**src/rtl/rxirq_pkg.sv**
```systemverilog
package rxirq_pkg;

    typedef enum logic {
        RXI_MODE_SINGLE = 1'b0,
        RXI_MODE_QUAD   = 1'b1
    } rxi_mode_e;

    // Next value of one sticky flag: a hardware set beats a software write.
    function automatic logic rxi_flag_next(input logic cur,
                                           input logic hw_set,
                                           input logic sw_wr,
                                           input logic sw_val);
        logic nxt;
        nxt = cur;
        if (sw_wr) nxt = sw_val;
        if (hw_set) nxt = 1'b1;
        return nxt;
    endfunction

endpackage

```
**src/rtl/rxirq_enable_reg.sv**
```systemverilog
module rxirq_enable_reg #(
    parameter int NBUF = 4
) (
    input  logic            clk,
    input  logic            rst_n,
    input  logic            wr_en,
    input  logic [NBUF-1:0] wr_val,
    output logic [NBUF-1:0] en_o
);
    localparam logic [NBUF-1:0] EN_RST = {{(NBUF-1){1'b0}}, 1'b1};

    typedef struct packed {
        logic [NBUF-1:0] en;
    } en_state_t;

    en_state_t st_d, st_q;

    always_comb begin
        st_d = st_q;
        if (wr_en) st_d.en = wr_val;
    end

    always_ff @(posedge clk or negedge rst_n) begin
        if (!rst_n) st_q <= '{en: EN_RST};
        else        st_q <= st_d;
    end

    assign en_o = st_q.en;
endmodule

```
**src/rtl/rxirq_flag_cell.sv**
```systemverilog
module rxirq_flag_cell (
    input  logic clk,
    input  logic rst_n,
    input  logic hw_set,
    input  logic sw_wr,
    input  logic sw_val,
    output logic flag_o
);
    import rxirq_pkg::*;

    typedef struct packed {
        logic flag;
    } flag_state_t;

    flag_state_t st_d, st_q;

    always_comb begin
        st_d      = st_q;
        st_d.flag = rxi_flag_next(st_q.flag, hw_set, sw_wr, sw_val);
    end

    always_ff @(posedge clk or negedge rst_n) begin
        if (!rst_n) st_q <= '{flag: 1'b0};
        else        st_q <= st_d;
    end

    assign flag_o = st_q.flag;
endmodule

```
**src/rtl/rxirq_req_merge.sv**
```systemverilog
module rxirq_req_merge #(
    parameter int NBUF = 4
) (
    input  logic            mode_quad,
    input  logic [NBUF-1:0] flags,
    input  logic [NBUF-1:0] enables,
    output logic            req_o
);
    logic [NBUF-1:0] hit;

    genvar g;
    generate
        for (g = 0; g < NBUF; g++) begin : g_hit
            assign hit[g] = flags[g] & enables[g];
        end
    endgenerate

    always_comb begin
        req_o = 1'b0;
        if (mode_quad) req_o = |hit;
    end
endmodule

```
**src/rtl/rxirq_ctrl.sv**
```systemverilog
module rxirq_ctrl #(
    parameter int NBUF = 4
) (
    input  logic                clk,
    input  logic                rst_n,
    input  logic                quad_mode_i,
    input  logic                wr_en_i,
    input  logic [2*NBUF-1:0]   wr_data_i,
    input  logic [NBUF-2:0]     rdy_set_i,
    input  logic                buf0_flag_i,
    output logic [2*NBUF-1:0]   rd_data_o,
    output logic                irq_o
);
    import rxirq_pkg::*;

    localparam int EN_LSB   = 0;
    localparam int MIR_BIT  = NBUF;
    localparam int FLG_LSB  = NBUF + 1;
    localparam int NSTICKY  = NBUF - 1;

    rxi_mode_e        mode;
    logic [NBUF-1:0]  en_q;
    logic [NSTICKY-1:0] sticky_q;
    logic [NSTICKY-1:0] set_ok;
    logic [NBUF-1:0]  all_flags;

    assign mode = quad_mode_i ? RXI_MODE_QUAD : RXI_MODE_SINGLE;

    rxirq_enable_reg #(.NBUF(NBUF)) u_en (
        .clk    (clk),
        .rst_n  (rst_n),
        .wr_en  (wr_en_i),
        .wr_val (wr_data_i[EN_LSB +: NBUF]),
        .en_o   (en_q)
    );

    genvar g;
    generate
        for (g = 0; g < NSTICKY; g++) begin : g_flag
            assign set_ok[g] = (mode == RXI_MODE_QUAD) & rdy_set_i[g];
            rxirq_flag_cell u_cell (
                .clk    (clk),
                .rst_n  (rst_n),
                .hw_set (set_ok[g]),
                .sw_wr  (wr_en_i),
                .sw_val (wr_data_i[FLG_LSB + g]),
                .flag_o (sticky_q[g])
            );
        end
    endgenerate

    assign all_flags = {sticky_q, buf0_flag_i};

    rxirq_req_merge #(.NBUF(NBUF)) u_merge (
        .mode_quad (mode == RXI_MODE_QUAD),
        .flags     (all_flags),
        .enables   (en_q),
        .req_o     (irq_o)
    );

    always_comb begin
        rd_data_o                        = '0;
        rd_data_o[EN_LSB +: NBUF]        = en_q;
        rd_data_o[MIR_BIT]               = buf0_flag_i;
        rd_data_o[FLG_LSB +: NSTICKY]    = sticky_q;
    end
endmodule

```
**config.mk**
```make
export PLATFORM = sky130hd
export DESIGN_NAME = rxirq_ctrl
export DESIGN_NICKNAME = d
export VERILOG_FILES = /design/src/rtl/rxirq_pkg.sv /design/src/rtl/rxirq_enable_reg.sv /design/src/rtl/rxirq_flag_cell.sv /design/src/rtl/rxirq_req_merge.sv /design/src/rtl/rxirq_ctrl.sv
export SDC_FILE = /design/constraint.sdc
export NUM_CORES = 1
export LEC_CHECK = 0
export ABC_CLOCK_PERIOD_IN_PS = 900
export BUFFER_PORTS_ARGS = -buffer_cell sky130_fd_sc_hd__buf_2
export CORE_AREA = 2 2 39 41
export DETAILED_ROUTE_END_ITERATION = 7
export DIE_AREA = 0 0 41 43
export SLEW_MARGIN = 20
export SYNTH_ARGS = -nofsm -noshare
export SYNTH_HDL_FRONTEND = slang
export SYNTH_SLANG_ARGS = --single-unit
```
**constraint.sdc**
```tcl
create_clock -name clk -period 0.9 [get_ports clk]
set_input_delay 0.09 -clock clk [delete_from_list [all_inputs] [get_ports clk]]
set_output_delay 0.09 -clock clk [all_outputs]
set_load 0.02 [all_outputs]
```
==> results of run 1 <==
## per-layer routing
metal	up-vias	GRT usage	routed length, µm
met2	20	0.138	368
met5	-	0	0
met1	147	0.129	307
li1	148	-	-
met4	0	0.100	18
met3	2	0.0366	82
## kinds of logic (layout without fill, tap and decap cells)
family | count (synthesis) | in the layout | synth area share
DFF | 7 | 7 | 0.528
and+or+nand+nor | 3 | 3 | 0.0562
muxes | 4 | 4 | 0.135
buffers and inverters | 5 | 33 | 0.124
AOI/OAI and AO/OA | 6 | 6 | 0.157
## registers in the layout (all words and copies together), names as in the netlist
| signal | cells |
|---|---|
| g_flag.u_cell.flag_o | 3 |
| u_en.en_o | 4 |
## layout make-up
cell class | instances | area, µm²
well taps | 16 | 20.0
fillers | 147 | 808
flip-flops and latches | 7 | 176
multi-input cells | 13 | 149
clock buffers | 4 | 26.3
repair buffers | 29 | 204
## worst max-delay path, cell delays in order (launching register included)
cell	delay, ns
dfstp_2	0.53
a22oi_2	0.07
a21boi_2	0.11
buf_4	0.14
## worst max path at each step
stage / startpoint / endpoint / slack [ns] / depth (start not counted)
2_1_floorplan: u_en.en_o[0] / irq_o / -0.12 / 2
3_3_place_gp: u_en.en_o[0] / irq_o / -0.06 / 3
3_5_place_dp: u_en.en_o[0] / irq_o / -0.05 / 3
4_1_cts: u_en.en_o[0] / irq_o / -0.31 / 3
5_1_grt: u_en.en_o[0] / irq_o / -0.34 / 3
6_report: u_en.en_o[0] / irq_o / -0.30 / 3
## layout by cell type, fill, tap and decap left out
master / instances
nor2b_1: 1
dfstp_2: 1
buf_2: 17
dfrtp_1: 6
buf_4: 4
a221o_1: 3
a22oi_2: 2
mux2_2: 3
a21boi_2: 1
dlygate4sd3_1: 1
clkbuf_1: 1
clkbuf_4: 3
nor2b_4: 2
mux2_4: 1
buf_6: 7
## report_power, final
part	internal, mW	switching, mW	total (mW)
clock network	0.169	0.117	0.286
registers	0.350	0.0264	0.377
logic	0.168	0.121	0.289
## through the flow
step | setup WS (ns) | util | total power [mW] | std cells
5_1_grt | -0.336 | 0.416 | 1.00 | 69
4_1_cts | -0.305 | 0.394 | 0.942 | 69
6_report | -0.297 | 0.416 | 0.952 | 69
2_1_floorplan | -0.124 | - | 0.515 | 25
3_5_place_dp | -0.0498 | 0.332 | 0.594 | 62
3_3_place_gp | -0.0573 | 0.332 | 0.593 | 62
## repair_timing
action                     4_1_cts  5_1_grt
hold buffers                     1        0
buffers inserted                 3        1
pin swaps                        0        0
setup endpoints to repair        9       15
hold endpoints to repair         7        0
resized for setup               11        9
==> qor.csv, run 1 <==
stage,metric,value,unit
placed_design,Final Wtd Congestion,0.632,
placed_design,Port Buffers,23,
critical_path,critical path arrival,1.11,ns
timing,final setup fails,11,
drt,Post-route DRC,0,
logic_synthesis,Mean Syn Cell Area,13.4,µm²
clock_tree,clock transition at the registers of the reported paths,0.05,ns
timing,Max Slew Vio Count,0,
critical_path,r2r setup slk,-0.02,ns
global_route,largest net degree at the start of global routing,11,
critical_path,CP Capture Type,output port,
logic_synthesis,cell taking the most area after synthesis,dfrtp_1,
drt,vias post-DR,317,
timing,PnR worst setup slack,-0.297,ns
global_route,All-Layer GR Usage,0.106,
clock_tree,worst skew pair latency,0.25,ns
floorplanning,I/O pins,25,
logic_synthesis,Post-synth top flop,dfrtp_1,
floorplanning,Die Y,43,µm
logic_synthesis,syn_nets,41,
global_route,initial antenna violation count,0,
floorplanning,Starting Density,0.241,
floorplanning,die area,0.00176,mm²
global_route,first-pass GRT wire length,1210,µm
status,outcome,finished with violations,
timing,Max-slew headroom,0.825,
floorplanning,DIE WIDTH,41,µm
layout,final net count,70,
critical_path,reg2reg path depth,3,
drt,DR iter-0 viols,2,
hold_path,Hold Crit Endpoint,g_flag[0].u_cell.flag_o,
clock_tree,CTS Root Cell,clkbuf_4,
logic_synthesis,most common cell in the netlist,dfrtp_1,
hold_path,Hold Crit Class,input port to register,
clock_tree,Num CTS Buffers,3,
timing,RSZ-0062 raised after global routing,yes,
logic_synthesis,YS warnings,0,
layout,ANT cells,0,
drt,Initial DRT Pass Iterations,3,
timing,period utilisation layout,1.33,
timing,fmax,0.835,GHz
critical_path,critical path class,register to output port,
logic_synthesis,mapped cell area,334,µm²
timing,total negative slack,-0.878,ns
timing,clock skew,0,ns
layout,design area,576,µm²
logic_synthesis,Mapped Cells,25,
timing,slew at the pin closest to its max-slew limit,0.263,ns
floorplanning,core area,0.00138,mm²
timing,Tmin final,1.20,ns
timing,endpoints failing hold,0,
power,Power Density,1650,mW/mm²
logic_synthesis,synthesis-stage register bit count,7,
placed_design,Post-DP Area,459,µm²
drt,DR WL/cell,11.3,µm
floorplanning,row cnt,14,
drt,vias per cell,4.59,
status,failing checks,negative setup slack,
logic_synthesis,Yosys top cell area share,0.449,
critical_path,worst-path maximum fanout,2,
logic_synthesis,Unique masters post-synth,9,
flow_run,Max Cap Viol,0,
critical_path,CP required,0.81,ns
hold_path,Hold Path Origin,rdy_set_i[0],
power,P_leak,0.283,nW
logic_synthesis,"top cells by count, synth","6 x dfrtp_1, 4 x buf_4, 4 x mux2_2",
clock_tree,clk buf depth,2,
hold_path,hold-critical path depth,2,
global_route,total grt overflow,0,
critical_path,CP startpoint kind,register,
drt,Routed Antenna Nets,0,
clock_tree,CTS tree,yes,
global_route,vias in the first global route,302,
logic_synthesis,register area share after synthesis,0.528,
timing,WHS,0.0636,ns
clock_tree,clk sink count,7,
layout,area delta synth->final,72.3,%
power,worst ir drop on vdd,0.618,mV
clock_tree,CTS H-tree depth,1,
logic_synthesis,Post-synth EDFFs,0,
drt,DRT Wirelength,777,µm
critical_path,Reg-to-Reg Start,u_en.en_o[0],
logic_synthesis,largest cells by area after synthesis,"dfrtp_1 45%, mux2_2 13%, a221o_1 9.0%, buf_4 9.0%, dfstp_2 7.9%",
logic_synthesis,Post-synth ARST share,1.00,
critical_path,Worst R2R End,u_en.en_o[0],
layout,layout cell share with drive strength beyond 1,0.774,
(Power assumes the default switching activity.)
==> run 2: changes to the inputs <==
--- a/config.mk
+++ b/config.mk
@@ -10,7 +10,8 @@
 export CORE_AREA = 2 2 39 41
 export DETAILED_ROUTE_END_ITERATION = 7
 export DIE_AREA = 0 0 41 43
-export SLEW_MARGIN = 20
+export GPL_TIMING_DRIVEN = 0
+export SLEW_MARGIN = 40
 export SYNTH_ARGS = -nofsm -noshare
 export SYNTH_HDL_FRONTEND = slang
 export SYNTH_SLANG_ARGS = --single-unit
==> qor.csv, run 2 (same netlist as run 1, synthesis figures left out) <==
stage,metric,value,unit
floorplanning,row cnt,14,
clock_tree,clock transition at the registers of the reported paths,0.05,ns
clock_tree,Num CTS Buffers,3,
global_route,initial antenna violation count,0,
global_route,total grt overflow,0,
timing,WHS,0.0551,ns
hold_path,Hold Crit Class,input port to register,
timing,Max Slew Vio Count,0,
global_route,All-Layer GR Usage,0.117,
timing,endpoints failing hold,0,
power,P_leak,0.305,nW
clock_tree,worst skew pair latency,0.26,ns
clock_tree,CTS tree,yes,
layout,final net count,74,
critical_path,Worst R2R End,g_flag[1].u_cell.flag_o,
layout,area delta synth->final,86.9,%
layout,layout cell share with drive strength beyond 1,0.772,
power,Power Density,1610,mW/mm²
timing,slew at the pin closest to its max-slew limit,0.164,ns
critical_path,reg2reg path depth,2,
placed_design,Port Buffers,22,
critical_path,critical path class,register to output port,
floorplanning,core area,0.00138,mm²
floorplanning,Die Y,43,µm
floorplanning,die area,0.00176,mm²
status,failing checks,negative setup slack,
timing,period utilisation layout,1.35,
clock_tree,CTS H-tree depth,1,
layout,"commonest cells after routing, fill and taps aside","14 x buf_2, 12 x buf_6, 6 x buf_4, 6 x dfrtp_1",
layout,sequential cell area,176,µm²
clock_tree,CTS Root Cell,clkbuf_4,
floorplanning,I/O pins,25,
timing,RSZ-0062 raised after global routing,yes,
floorplanning,DIE WIDTH,41,µm
critical_path,CP startpoint kind,register,
drt,DR WL/cell,11.3,µm
flow_run,Max Cap Viol,0,
timing,final setup fails,10,
drt,vias post-DR,306,
timing,Tmin final,1.21,ns
critical_path,worst-path maximum fanout,2,
drt,Post-route DRC,0,
drt,Initial DRT Pass Iterations,1,
critical_path,r2r setup slk,-0.01,ns
layout,ANT cells,0,
drt,met2 WL,429,µm
drt,DR iter-0 viols,0,
drt,Routed Antenna Nets,0,
hold_path,hold-critical path depth,2,
critical_path,Reg-to-Reg Start,g_flag[1].u_cell.flag_o,
layout,area of the multi-input gates,141,µm²
timing,fmax,0.826,GHz
layout,max reg flops,4,
layout,"most common cell after layout, fill and taps aside",buf_2,
critical_path,critical path startpoint,u_en.en_o[0],
critical_path,CP required,0.81,ns
drt,wl on met1,306,µm
timing,PnR worst setup slack,-0.311,ns
status,outcome,finished with violations,
global_route,first-pass GRT wire length,1290,µm
layout,filler cell count,132,
critical_path,critical path arrival,1.12,ns
drt,top sig layer,met3,
timing,Max-slew headroom,0.891,
global_route,largest net degree at the start of global routing,11,
power,worst ir drop on vdd,0.711,mV
clock_tree,clk sink count,7,
placed_design,Final Wtd Congestion,0.641,
global_route,vias in the first global route,328,
critical_path,CP Capture Point,irq_o,
drt,vias per cell,4.19,
timing,total negative slack,-1.21,ns
floorplanning,Starting Density,0.241,
drt,DRT Wirelength,823,µm
timing,clock skew,0,ns
drt,routed wl met3,87,µm
clock_tree,clk buf depth,2,
critical_path,CP Capture Type,output port,
-- run 2: cell types whose count changed in the layout (fill, tap and decap cells not counted), sizes merged --
cell / delta
buf: +4
-- run 2: metrics by stage --
stage               std cells  power, mW  cell area (µm²)  utilization  setup WS (ns)
floorplan                  25      0.515              343            -         -0.124
global placement           63      0.598              473        0.342        -0.0691
detailed placement         63      0.600              473        0.342        -0.0711
CTS                        73       1.01              609        0.440         -0.330
global route               73       1.07              624        0.451         -0.375
finish                     73       1.00              624        0.451         -0.311
-- run 2: metal layers --
layer  track usage  up-vias
met3        0.0942        0
met2         0.172       19
met1         0.131      135
met5             0        -
li1              -      152
met4        0.0200        0
-- run 2: critical path, stage by stage, from the launching register on --
cell and delay (ns):
dfstp_2 0.53, a22oi_2 0.07, a21boi_2 0.13, buf_6 0.13
-- run 2: cell type report --
type / instances / share of cell area
Buffer: 5 / 0.0721
Clock buffer: 4 / 0.0421
Multi-Input combinational cell: 13 / 0.226
Sequential cell: 7 / 0.283
Tap cell: 16 / 0.0321
Timing Repair Buffer: 28 / 0.345
-- run 2: worst min-delay path by stage --
stage | from | end | slack [ns]
after floorplan | rst_n | g_flag[0].u_cell.flag_o | -0.21
after global placement | rst_n | g_flag[0].u_cell.flag_o | -0.07
after detailed placement | rst_n | g_flag[0].u_cell.flag_o | -0.07
after CTS | rdy_set_i[2] | g_flag[2].u_cell.flag_o | 0.05
after global routing | rdy_set_i[2] | g_flag[2].u_cell.flag_o | 0.04
final | rdy_set_i[2] | g_flag[2].u_cell.flag_o | 0.06
-- run 2: power breakdown --
| group | internal, mW | switching, mW | leakage [nW] |
|---|---|---|---|
| combinational | 0.201 | 0.128 | 0.211 |
| sequential | 0.350 | 0.0265 | 0.0789 |
| clock | 0.170 | 0.126 | 0.0150 |
-- run 2: what timing repair did --
action,CTS,global route
hold endpoints to repair,7,0
setup buffers,5,0
gates resized for setup,19,3
setup endpoints to repair,10,13
hold buffers,1,0
